==> config.mk <==
export PLATFORM = sky130hd
export DESIGN_NAME = energy_code_gen
export DESIGN_NICKNAME = d
export VERILOG_FILES = /design/src/rtl/energy_code_pkg.sv /design/src/rtl/ecg_recip_div.sv /design/src/rtl/ecg_control.sv /design/src/rtl/ecg_datapath.sv /design/src/rtl/energy_code_gen.sv
export SDC_FILE = /design/constraint.sdc
export NUM_CORES = 1
export LEC_CHECK = 0
export BUFFER_PORTS_ARGS = -buffer_cell sky130_fd_sc_hd__buf_2
export CORE_MARGIN = 3
export CORE_UTILIZATION = 39
export DETAILED_ROUTE_END_ITERATION = 16
export PLACE_DENSITY = 0.56
export SKIP_LAST_GASP = 1
export SYNTH_ARGS = -nofsm -noshare
export SYNTH_HDL_FRONTEND = slang
export SYNTH_HIERARCHICAL = 1
export SYNTH_SLANG_ARGS = --single-unit
==> constraint.sdc <==
create_clock -name clk -period 12.2 [get_ports clk]
set_input_delay 0 -clock clk [delete_from_list [all_inputs] [get_ports clk]]
set_output_delay 0 -clock clk [all_outputs]
set_load 0.005 [all_outputs]
==> src/rtl/energy_code_pkg.sv <==
package energy_code_pkg;

  // Strobes from the control to the datapath
  typedef struct packed {
    logic loadBus;  // capture a new bus reading
    logic loadOut;  // register a new output code
  } ecgStrobe_t;

endpackage

==> src/rtl/ecg_recip_div.sv <==
// Signed division by a constant, truncating toward zero.
// The magnitude path multiplies by a rounded-up reciprocal; SHIFT must be
// wide enough that the excess never reaches 1/DIV over the numerator range.
module ecg_recip_div #(
  parameter int NW    = 18,
  parameter int DIV   = 24,
  parameter int SHIFT = 20
) (
  input  logic signed [NW-1:0] num,
  output logic signed [NW-1:0] quot
);

  localparam longint RECIP = ((longint'(1) << SHIFT) + DIV - 1) / DIV;
  localparam int     PW    = NW + SHIFT + 1;

  logic          neg;
  logic [NW-1:0] mag;
  logic [NW-1:0] qMag;

  assign neg = num[NW-1];
  assign mag = neg ? $unsigned(-num) : $unsigned(num);

  generate
    if ((DIV & (DIV - 1)) == 0) begin : g_pow2
      localparam int SH = $clog2(DIV);
      assign qMag = mag >> SH;
    end else begin : g_recip
      logic [PW-1:0] prod;
      assign prod = PW'(mag) * PW'(RECIP);
      assign qMag = NW'(prod >> SHIFT);
    end
  endgenerate

  assign quot = neg ? -$signed(qMag) : $signed(qMag);

endmodule

==> src/rtl/ecg_control.sv <==
// Decides when the output is reloaded: on a bus sample or an index change.
module ecg_control
  import energy_code_pkg::*;
#(
  parameter int STATE_W = 5
) (
  input  logic               clk,
  input  logic               rst_n,
  input  logic               sampleValid,
  input  logic [STATE_W-1:0] stateIdx,
  output ecgStrobe_t         strobes,
  output logic               dacWrite
);

  logic [STATE_W-1:0] prevState;
  logic               stateMoved;

  // Tracks the index every cycle, also during reset, so that the first
  // cycle after reset sees no spurious change.
  always_ff @(posedge clk) begin
    prevState <= stateIdx;
  end

  assign stateMoved      = (stateIdx != prevState);
  assign strobes.loadBus = sampleValid;
  assign strobes.loadOut = sampleValid | stateMoved;

  always_ff @(posedge clk or negedge rst_n) begin
    if (!rst_n) dacWrite <= 1'b0;
    else        dacWrite <= strobes.loadOut;
  end

endmodule

==> src/rtl/ecg_datapath.sv <==
// Bus hold register, staircase arithmetic, clamp and output register.
module ecg_datapath
  import energy_code_pkg::*;
#(
  parameter int ADC_W      = 10,
  parameter int OUT_W      = 8,
  parameter int STATE_W    = 5,
  parameter int NUM_STATES = 24,
  parameter int SHIFT      = 20
) (
  input  logic               clk,
  input  logic               rst_n,
  input  ecgStrobe_t         strobes,
  input  logic               prechargeMode,
  input  logic [ADC_W-1:0]   busSample,
  input  logic [STATE_W-1:0] stateIdx,
  input  logic [ADC_W-1:0]   vMinCode,
  input  logic [ADC_W-1:0]   vMaxCode,
  output logic [OUT_W-1:0]   dacCode
);

  localparam int NW = ADC_W + STATE_W + 3;
  localparam logic [STATE_W-1:0] S_TOP = STATE_W'(NUM_STATES);
  localparam logic signed [NW-1:0] LEVEL_MAX = {{(NW-ADC_W){1'b0}}, {ADC_W{1'b1}}};

  logic [ADC_W-1:0]     busHeld;
  logic [ADC_W-1:0]     busNow;
  logic [STATE_W-1:0]   sEff;
  logic signed [NW-1:0] vMinW, vMaxW, busW, sW;
  logic signed [NW-1:0] spanW, stepW, devW, numW, quotW, levelW;
  logic [OUT_W-1:0]     normCode, nextCode;

  always_ff @(posedge clk or negedge rst_n) begin
    if (!rst_n)               busHeld <= '0;
    else if (strobes.loadBus) busHeld <= busSample;
  end

  assign busNow = strobes.loadBus ? busSample : busHeld;
  assign sEff   = (stateIdx > S_TOP) ? S_TOP : stateIdx;

  assign vMinW = $signed({{(NW-ADC_W){1'b0}}, vMinCode});
  assign vMaxW = $signed({{(NW-ADC_W){1'b0}}, vMaxCode});
  assign busW  = $signed({{(NW-ADC_W){1'b0}}, busNow});
  assign sW    = $signed({{(NW-STATE_W){1'b0}}, sEff});

  assign spanW = vMaxW - vMinW;
  assign stepW = spanW * sW;
  assign devW  = busW - vMinW;
  assign numW  = stepW + devW;

  ecg_recip_div #(
    .NW   (NW),
    .DIV  (NUM_STATES),
    .SHIFT(SHIFT)
  ) u_div (
    .num (numW),
    .quot(quotW)
  );

  assign levelW = vMinW + quotW;

  always_comb begin
    if (levelW < 0)              normCode = '0;
    else if (levelW > LEVEL_MAX) normCode = '1;
    else                         normCode = levelW[ADC_W-1 -: OUT_W];
  end

  assign nextCode = prechargeMode ? busNow[ADC_W-1 -: OUT_W] : normCode;

  always_ff @(posedge clk or negedge rst_n) begin
    if (!rst_n)               dacCode <= '0;
    else if (strobes.loadOut) dacCode <= nextCode;
  end

endmodule

==> src/rtl/energy_code_gen.sv <==
// Thin top: control plus datapath.
module energy_code_gen
  import energy_code_pkg::*;
#(
  parameter int ADC_W      = 10,
  parameter int OUT_W      = 8,
  parameter int STATE_W    = 5,
  parameter int NUM_STATES = 24,
  parameter int SHIFT      = 20
) (
  input  logic               clk,
  input  logic               rst_n,
  input  logic               prechargeMode,
  input  logic               sampleValid,
  input  logic [ADC_W-1:0]   busSample,
  input  logic [STATE_W-1:0] stateIdx,
  input  logic [ADC_W-1:0]   vMinCode,
  input  logic [ADC_W-1:0]   vMaxCode,
  output logic [OUT_W-1:0]   dacCode,
  output logic               dacWrite
);

  ecgStrobe_t strobes;

  ecg_control #(
    .STATE_W(STATE_W)
  ) u_control (
    .clk        (clk),
    .rst_n      (rst_n),
    .sampleValid(sampleValid),
    .stateIdx   (stateIdx),
    .strobes    (strobes),
    .dacWrite   (dacWrite)
  );

  ecg_datapath #(
    .ADC_W     (ADC_W),
    .OUT_W     (OUT_W),
    .STATE_W   (STATE_W),
    .NUM_STATES(NUM_STATES),
    .SHIFT     (SHIFT)
  ) u_datapath (
    .clk          (clk),
    .rst_n        (rst_n),
    .strobes      (strobes),
    .prechargeMode(prechargeMode),
    .busSample    (busSample),
    .stateIdx     (stateIdx),
    .vMinCode     (vMinCode),
    .vMaxCode     (vMaxCode),
    .dacCode      (dacCode)
  );

endmodule

# == After elaboration in Yosys (flattened, before gate mapping) ==
# Index checks and enable logic that the tools add are counted.
# word_totals
regBits,24
inputBits,39
output_inout_bits,9
wordCells,24
# op_classes
n_addsub,6
multipliers,2
n_lt_le_gt_ge,3
n_eq_ne,1
mux,7
n_bitwise,1
# ops
operator,n
$mux W18,2
$mul A18 B16 Y34 const B,1
$mux W8,3
$sub A10 B10 Y11,2
$add A11 B18 Y18,1
$add A18 B18 Y18,1
$gt A18 B11 Y1 const B,1
$lt A18 B1 Y1 const B,1
$mul A18 B6 Y18,1
$neg A14 Y18,1
$neg A18 Y18,1
$mux W10,1
$gt A5 B5 Y1 const B,1
$mux W5,1
$ne A5 B5 Y1,1
$or A1 B1 Y1,1

# == Longest topological paths before layout ==
# Gate-level depths: netlist of the first run.
# depth
depth_word,14
depth_mapped,59
ltp_nobuf,58

# == Hierarchy ==
# Netlist of the first run, hierarchy kept.
# by_module_without_submodules
mod,n_inst,cells_per_inst,area_each_um2,seq_area_each_um2
ecg_recip_div,1,716,6218.5,0.0
ecg_datapath,1,582,4897.2,450.4
ecg_control,1,14,188.9,125.1

# == Worst setup path after synthesis of the first run ==
# No wires, ideal clock.
# synth_path
path_type,in2reg
start,input port vMaxCode[0]
end,register u_datapath.dacCode[0]
setup_ps,144
arrival_time_ps,13680
t_required_ps,12056
slack_ps,-1624
path_stages,56
path_buffers,2
path_cell_list,inv_1 -> ha_1 -> inv_1 -> fa_1 -> a21o_1 -> a21oi_1 -> o21ai_0 -> a21oi_1 -> o21bai_1 -> a21oi_2 -> mux2i_1 -> fa_1 -> fa_1 -> fa_1 -> inv_1 -> fa_1 -> inv_1 -> ha_1 -> [... 20 more ...] -> ha_1 -> a21oi_1 -> o221ai_2 -> a311oi_2 -> inv_1 -> or3_1 -> a222oi_1 -> nand2_1 -> o41ai_2 -> xor2_1 -> ha_1 -> and3_1 -> a221o_1 -> a221oi_1 -> mux2i_1 -> nand2_1 -> a221oi_4 -> a211oi_1
# synth_via
elab_chain_len,13
elab_cells_between_ends,14
cone_classes,add/sub (5); mul (2); order compare (2); mux (5)
# synth_lines
element,line,rtl
from (decl),energy_code_gen.sv:18,"input logic [ADC_W-1:0] vMaxCode,"
$sub A10 B10 Y11 (*),ecg_datapath.sv:46,assign spanW = vMaxW - vMinW;
$mul A18 B6 Y18 (*),ecg_datapath.sv:47,assign stepW = spanW * sW;
$add A18 B18 Y18 (*),ecg_datapath.sv:49,assign numW = stepW + devW;
via u_datapath.numW[17],ecg_datapath.sv:30,"logic signed [NW-1:0] spanW, stepW, devW, numW, quotW, levelW;"
$neg A18 Y18,ecg_recip_div.sv:21,assign mag = neg ? $unsigned(-num) : $unsigned(num);
$mux W18,ecg_recip_div.sv:21,
$mul A18 B16 Y34,ecg_recip_div.sv:29,assign prod = PW'(mag) * PW'(RECIP);
$neg A14 Y18,ecg_recip_div.sv:34,assign quot = neg ? -$signed(qMag) : $signed(qMag);
$mux W18 (*),ecg_recip_div.sv:34,
via u_datapath.quotW[8],ecg_datapath.sv:30,
$add A11 B18 Y18 (*),ecg_datapath.sv:60,assign levelW = vMinW + quotW;
$gt A18 B11 Y1,ecg_datapath.sv:64,else if (levelW > LEVEL_MAX) normCode = '1;
$mux W8,ecg_datapath.sv:64,
$mux W8 (*),ecg_datapath.sv:63,if (levelW < 0) normCode = '0;
$mux W8 (*),ecg_datapath.sv:68,assign nextCode = prechargeMode ? busNow[ADC_W-1 -: OUT_W] : normCode;
to (signal assigned),ecg_datapath.sv:72,else if (strobes.loadOut) dacCode <= nextCode;
to (decl),ecg_datapath.sv:19,output logic [OUT_W-1:0] dacCode
# Mark *: on every way through the listed nets, which the timed path passes. The rest lies on a longest branch.
# A chain may end at the register's enable or synchronous reset.

# == Worst setup path after layout of the first run ==
# layout_path
start,input port vMinCode[1]
end,register u_datapath.dacCode[5]
# layout_via
elab_chain_len,13
elab_cells_between_ends,15
cone_classes,add/sub (6); mul (2); order compare (2); mux (5)
# layout_lines
element,line,rtl
from (decl),energy_code_gen.sv:17,"input logic [ADC_W-1:0] vMinCode,"
$sub A10 B10 Y11,ecg_datapath.sv:46,
$mul A18 B6 Y18,ecg_datapath.sv:47,
$add A18 B18 Y18 (*),ecg_datapath.sv:49,
via u_datapath.numW[17],ecg_datapath.sv:30,
$neg A18 Y18,ecg_recip_div.sv:21,
$mux W18,ecg_recip_div.sv:21,
$mul A18 B16 Y34,ecg_recip_div.sv:29,
$neg A14 Y18,ecg_recip_div.sv:34,
$mux W18 (*),ecg_recip_div.sv:34,
via u_datapath.quotW[8],ecg_datapath.sv:30,
$add A11 B18 Y18 (*),ecg_datapath.sv:60,
$gt A18 B11 Y1,ecg_datapath.sv:64,
$mux W8,ecg_datapath.sv:64,
$mux W8 (*),ecg_datapath.sv:63,
$mux W8 (*),ecg_datapath.sv:68,
# Marked as above.

==> results of run 1 <==
[flip-flops by register name, summed over array words and instances, names as in the netlist]
name and cells:
u_datapath/dacCode 8, u_control/dacWrite 1, u_datapath/busHeld 10, u_control/prevState 5
[area by class of cell]
type,count,area (um2)
Clock buffer,3,75.1
Clock inverter,1,30.0
Fill cell,2548,12200
Inverter,302,1160
Multi-Input combinational cell,970,10700
Sequential cell,24,576
Tap cell,378,473
Timing Repair Buffer,403,3010
[worst register-to-register path, delay by kind of cell (launching register included)]
kind                       cells  cell delay, ns
adders and majority gates     12            4.46
AOI/OAI and AO/OA             18            4.02
buffers and inverters         12            1.34
and+or+nand+nor                5            1.00
xor gates and xnor gates       3            0.55
muxes                          2            0.47
DFF                            1            0.37
[cell families after synthesis]
group           count (synthesis)  synth area share
xor+xnor                       81            0.0628
fa+ha+maj                     348             0.481
mux                            22            0.0213
flops                          24            0.0509
simple gates                  274             0.125
compound gates                245             0.150
buf+inv                       318             0.108
[routing by layer]
| metal | track usage | part of all wire | vias up | wire length [um] |
|---|---|---|---|---|
| met2 | 0.377 | 0.49 | 189 | 16300 |
| met5 | 0 | 0 | - | 0 |
| met4 | 0.0409 | 0.025 | 0 | 838 |
| li1 | - | - | 5141 | - |
| met3 | 0.0163 | 0.037 | 44 | 1240 |
| met1 | 0.292 | 0.45 | 5087 | 14900 |
[cells in the final DEF, fill, tap and decap left out, drive strengths merged, types with 6 or more instances in the layout]
cell type  count
and3          14
nor2b          6
fa           145
nand2         78
and2          18
a21o          15
a211oi        13
xnor2         55
o21a           9
nand4         14
o21bai         9
o211ai         6
o21ai         52
or3            7
mux2i          9
nor2          51
dfrtp         19
o31ai          7
ha           203
xor2          26
nand2b        18
nor3          28
or2           11
buf          399
o41ai          7
inv          301
a31oi         10
nand3         10
a21oi         62
mux2          13
[timing repair]
| item | 4_1_cts | 5_1_grt |
|---|---|---|
| hold buffers | 4 | 0 |
| pin swaps | 35 | 48 |
| buffers inserted | 25 | 14 |
| gates resized for setup | 93 | 72 |
| endpoints found under the hold margin | 22 | 0 |
| endpoints found under the setup margin | 8 | 8 |
[final timing paths]
path | from | slack [ns] | endpoint | cells after the start
max | vMinCode[1] | -0.86 | u_datapath/dacCode[5]$_DFFE_PN0P_ | 57
min | stateIdx[4] | 0.02 | u_control/prevState[4]$_DFF_P_ | 2
max reg2reg | u_datapath/busHeld[0]$_DFF_PN0_ | -0.14 | u_datapath/dacCode[5]$_DFFE_PN0P_ | 52
min reg2reg | u_datapath/busHeld[6]$_DFF_PN0_ | 0.56 | u_datapath/busHeld[6]$_DFF_PN0_ | 1
max in group asynchronous | rst_n | 11.68 | u_datapath/busHeld[8]$_DFF_PN0_ | 2
min in group asynchronous | rst_n | 0.21 | u_datapath/busHeld[1]$_DFF_PN0_ | 2
[stage by stage]
step,utilization,TNS [ns],area (um2)
floorplan,-,-5.40,11700
global placement,0.521,-11.84,14700
detailed placement,0.521,-13.77,14700
CTS,0.550,-6.27,15500
global route,0.568,-11.76,16000
finish,0.568,-6.77,16000
==> results.md, run 1 <==
- Vias/cell: 5.03
- Area grow syn2layout: 41.6%
- Routability Congestion: 0.917
- Slowest cell on crit path: fa_1
- Initial antenna violation count: 0
- Routed Antenna Nets: 0
- Pre-CTS WS: -1.73 ns
- Site row count: 61
- Synth Warn #: 6
- Via Count: about 10000
- Ys async rst share: 0.792
- Worst Path Required: 12.35 ns
- Kind of critical path: primary input to register
- Total Wirelength: 33200 um
- Max cap viols: 0
- CTS tree: done
- Violated checks: negative setup slack
- CP endpoint kind: register
- Worst-Skew Late Latency: around 0.27 ns
- Vias in the first global route: 10900
- WL/cell: 15.9 um
- Clk buf depth: 2
- Count leader, synth: inv_1
- DRT iter0 DRCs: 478
- Dominant synthesized flop cell: dfrtp_1
- Cts bufs inserted: 3
- Initial core utilization: 0.401
- EDFF count, synth: 0
- Crit start category: primary input
- Worst min path class: primary input to register
- Fin. Hold Viols: 0
- Post-synth top area cell: fa_1
- Share of the synthesized area in the top cell type: 0.257
- Final setup viols: 8
- Final nets: 2091
- Average size of a mapped cell: 8.62 um2
- Largest net degree at the start of global routing: 20
- Final WS setup: -0.863 ns
- Chip height: around 180 um
- I/O pin count: 48
- Worst clock skew: about 0.0038 ns
- Inserted Diodes: 0
- Die X: 176 um
- First-pass GRT wire length: approximately 54000 um
- WP data arrival: 13.21 ns
- Tcrit/Tclk final: 1.07
- GRT Resource Usage Total: 0.214
- PortBufs: 47
- Cell Area, Synth: around 11000 um2
- DRC: 0
- Worst Path Max Fanout: 8
- Register area share after synthesis: 0.0509
- CP top delay family: adder cells
- Most frequent CP cell: fa_1
- Syn Nets: ~1700
- Synth cell count leaders: 302 x inv_1, 203 x ha_1, 145 x fa_1
- Fin crit period: 13.06 ns
- Layout cells sized above 1: 0.362
- Core footprint: approximately 28000 um2
- Crit-path max cell delay: 0.57 ns
- Synth top area cells: fa_1 26%, ha_1 22%, inv_1 10%
- Slew headroom: 0.546
- Status: complete, but fails checks
- Clock tree root buffer cell: clkbuf_16
- Finished Layout Cells: 2081
- Hold_ws: about 0.021 ns
- Die Area: ~31000 um2
- WP buf/inv: 13
- Inst Count DP: 2035
- Clock slew at reported path FFs: 0.07 ns
- CTS H-tree lvls: 1
- Flops & latches, synth: 24
- Fmax: 76.6 MHz
- RSZ-0062 raised after global routing: yes
- Final HPWL DP: 29000 um
- Clock sink total: 24
- Synth cell types: 83
- Worst slew pin tran: 0.674 ns
- Grt ovf: 0
- Post-synthesis cell count: about 1300
- Fin. max-slew vios: 0
- Drt pass-1 iters: 5
Power of run 1 is not shown: default switching activity piles up to over one toggle a cycle in this logic, so the estimate is an artifact.
==> inputs of run 2 (changes only) <==
--- a/config.mk
+++ b/config.mk
@@ -5,7 +5,9 @@
 export SDC_FILE = /design/constraint.sdc
 export NUM_CORES = 1
 export LEC_CHECK = 0
+export ABC_AREA = 1
 export BUFFER_PORTS_ARGS = -buffer_cell sky130_fd_sc_hd__buf_2
+export CORE_ASPECT_RATIO = 1.1
 export CORE_MARGIN = 3
 export CORE_UTILIZATION = 39
 export DETAILED_ROUTE_END_ITERATION = 16
==> constraint.sdc (replaced) <==
create_clock -name clk -period 12.2 [get_ports clk]
set_input_delay 2.44 -clock clk [delete_from_list [all_inputs] [get_ports clk]]
set_output_delay 2.44 -clock clk [all_outputs]
set_load 0.005 [all_outputs]
==> results.md, run 2 <==
- Hold path startpoint: u_datapath/dacCode[5]$_DFFE_PN0P_
- Crit-path max cell delay: 0.56 ns (about the same)
- Chip height: 191 um (+8.4%)
- R2r setup slk: 1.58 ns (+1.72 ns)
- Final WS setup: -1.85 ns (-0.984 ns)
- GRT Resource Usage Total: 0.211 (-0.00306)
- Grt ovf: 0 (unchanged)
- Reg2reg start: u_datapath/busHeld[3]$_DFF_PN0_
- Cell Area, Synth: 12100 um2 (+7.3%)
- CTS tree: done
- Share of the synthesized area in the top cell type: 0.239 (-0.0176)
- Fmax: 71.2 MHz (-7.0%)
- First-pass GRT wire length: 57600 um (+6.2%)
- Slew headroom: 0.689 (+0.143)
- Average size of a mapped cell: 7.16 um2 (-17%)
- Count leader, synth: inv_1
- Vias/cell: 4.63 (-7.9%)
- PortBufs: 47 (unchanged)
- Largest Register: u_datapath/busHeld
- Worst Path Max Fanout: 7 (-1)
- Status: complete, but fails checks
- Dominant synthesized flop cell: dfrtp_1
- Worst clock skew: 0.00214 ns (-0.00164 ns)
- Vias in the first global route: 12100 (+11%)
- RSZ-0062 raised after global routing: yes
- CP endpoint kind: register
- Post-synth top area cell: fa_1
- Synth cell count leaders: 444 x inv_1, 337 x nand2_1, 203 x ha_1
- Area grow syn2layout: 45.0%
- Clk buf depth: 2 (unchanged)
- Fin. Hold Viols: 0 (unchanged)
- Reg2reg end: u_datapath/dacCode[1]$_DFFE_PN0P_
- Final HPWL DP: 30700 um (+6.1%)
- Commonest non-fill, non-tap cell in the layout: inv_1
- Slowest cell on crit path: fa_1
- DRC: 0 (unchanged)
- Synth cell types: 53 (-36%)
- Largest net degree at the start of global routing: 21 (+5.0%)
- Reg2Reg Depth: 64 (+23%)
- Global route hottest layer: met2
- CP startpoint: vMinCode[6]
- Cts bufs inserted: 3 (unchanged)
- WP buf/inv: 14 (+1)
- Clock slew at reported path FFs: 0.06 ns (about the same)
- WP data arrival: 14.20 ns (+0.99 ns)
- Worst hold path stage count: 2 (unchanged)
- Routed Antenna Nets: 0 (unchanged)
- Tcrit/Tclk final: 1.15 (+0.0807)
- Final nets: 2520 (+21%)
- Clock tree root buffer cell: clkbuf_16
- Final setup viols: 8 (unchanged)
- CP top delay family: adder cells
- Hold path endpoint: u_datapath/dacCode[5]$_DFFE_PN0P_
- Flops & latches, synth: 24 (unchanged)
- Worst Path Required: 12.35 ns (about the same)
- Layout cells sized above 1: 0.382 (+0.0206)
- Most frequent cells in the layout: 404 x inv_1, 385 x buf_4, 275 x nand2_1
- Post-synthesis cell count: 1695 (+29%)
- Worst-Skew Late Latency: 0.27 ns (about the same)
- Syn Nets: 2082 (+23%)
- Inst Count DP: 2488 (+22%)
- GR Util met2: 0.389 (+0.0121)
- Finished Layout Cells: 2546 (+22%)
- Initial antenna violation count: 0 (unchanged)
- Routability Congestion: 0.906 (-1.1%)
- Ys async rst share: 0.792 (unchanged)
- Drt pass-1 iters: 5 (unchanged)
- Largest regs: u_datapath/busHeld (10), u_datapath/dacCode (8), u_control/prevState (5)
- Met1 Track Usage GR: 0.272 (-0.0200)
- WL/cell: 13.9 um (-13%)
- I/O pin count: 48 (unchanged)
- DP Area: 16000 um2 (+9.4%)
- Fin crit period: 14.05 ns (+0.984 ns)
- Clock sink total: 24 (unchanged)
- Site row count: 67 (+9.8%)
- CTS Hold Bufs: 0 (-4)
- DRT iter0 DRCs: 499 (+4.4%)
- Largest register FFs: 10 (unchanged)
- Initial core utilization: 0.397 (-0.00483)
- Synth top area cells: fa_1 24%, ha_1 21%, inv_1 14%
- Worst min path class: register to register
- Most frequent CP cell: nand2_1
- Register area share after synthesis: 0.0474 (-0.00348)
- Crit start category: primary input
- Design Area, Final: 17600 um2 (+9.9%)
- Worst slew pin tran: 0.465 ns (-0.209 ns)
- Inserted Diodes: 0 (unchanged)
- Kind of critical path: primary input to register
- Core footprint: 30600 um2 (+8.6%)
- Pre-CTS WS: -2.62 ns (-0.889 ns)
- Total Wirelength: 35300 um (+6.3%)
- EDFF count, synth: 0 (unchanged)
- Fin. max-slew vios: 0 (unchanged)
- Synth Warn #: 6 (unchanged)
- CTS H-tree lvls: 1 (unchanged)
- GR Util met3: 0.0183 (+0.00193)
- Via Count: 11800 (+13%)
- Die X: 174 um (-1.2%)
- Die Area: 33300 um2 (+7.1%)
- Max cap viols: 0 (unchanged)
- Violated checks: negative setup slack
==> run 2: area by class of cell <==
cell class | count | area [um2]
sequential | 24 | 576
tap | 414 | 518
inverter | 463 | 1760
clock buffer | 3 | 75.1
multi-input combinational | 1196 | 11300
timing repair buffer | 445 | 3300
clock inverter | 1 | 30.0
fill | 2853 | 13000
==> run 2: worst register-to-register path: cells and delay by family, from the launching register on <==
kind | cells | cell delay [ns]
muxes | 1 | 0.28
buffers and inverters | 11 | 0.87
and+or+nand+nor | 27 | 2.46
DFF | 1 | 0.36
xor gates and xnor gates | 4 | 0.70
AOI/OAI and AO/OA | 10 | 1.51
adders and majority gates | 11 | 4.35
==> run 2: logic make-up (layout without fill, tap and decap cells) <==
kind of cell | Yosys count | after routing | share of synthesized area
flops | 24 | 24 | 0.0474
xor+xnor | 72 | 72 | 0.0532
mux | 9 | 9 | 0.00835
fa+ha+maj | 348 | 348 | 0.449
buf+inv | 475 | 912 | 0.149
compound gates | 139 | 139 | 0.0672
simple gates | 628 | 628 | 0.226
==> run 2: what timing repair did <==
action,4_1_cts,5_1_grt
setup endpoints to repair,8,8
cloned,1,0
pin swaps,120,84
buffers inserted,33,21
resized for setup,107,138
==> run 2: worst max-delay path by stage <==
stage / endpoint / slack (ns) / cells after the start
after floorplan: u_datapath/dacCode[0]$_DFFE_PN0P_ / -1.42 / 68
after global placement: u_datapath/dacCode[1]$_DFFE_PN0P_ / -2.47 / 68
after detailed placement: u_datapath/dacCode[2]$_DFFE_PN0P_ / -2.62 / 71
after CTS: u_datapath/dacCode[6]$_DFFE_PN0P_ / -1.81 / 63
after global routing: u_datapath/dacCode[6]$_DFFE_PN0P_ / -2.50 / 68
final: u_datapath/dacCode[1]$_DFFE_PN0P_ / -1.85 / 73
==> run 2: metrics by stage <==
stage / utilization / hold slack, ns / setup TNS (ns)
2_1_floorplan: - / 0.485 / -11.12
3_3_place_gp: 0.524 / 0.493 / -19.68
3_5_place_dp: 0.524 / 0.495 / -20.68
4_1_cts: 0.551 / 0.509 / -14.30
5_1_grt: 0.575 / 0.555 / -19.75
6_report: 0.575 / 0.505 / -14.59
==> run 2: per-layer routing <==
layer	share of wire	up-vias
met5	0	-
met4	0.020	0
met3	0.031	49
met2	0.51	150
met1	0.43	5603
li1	-	5988
Power of run 2 is left out for the same reason.
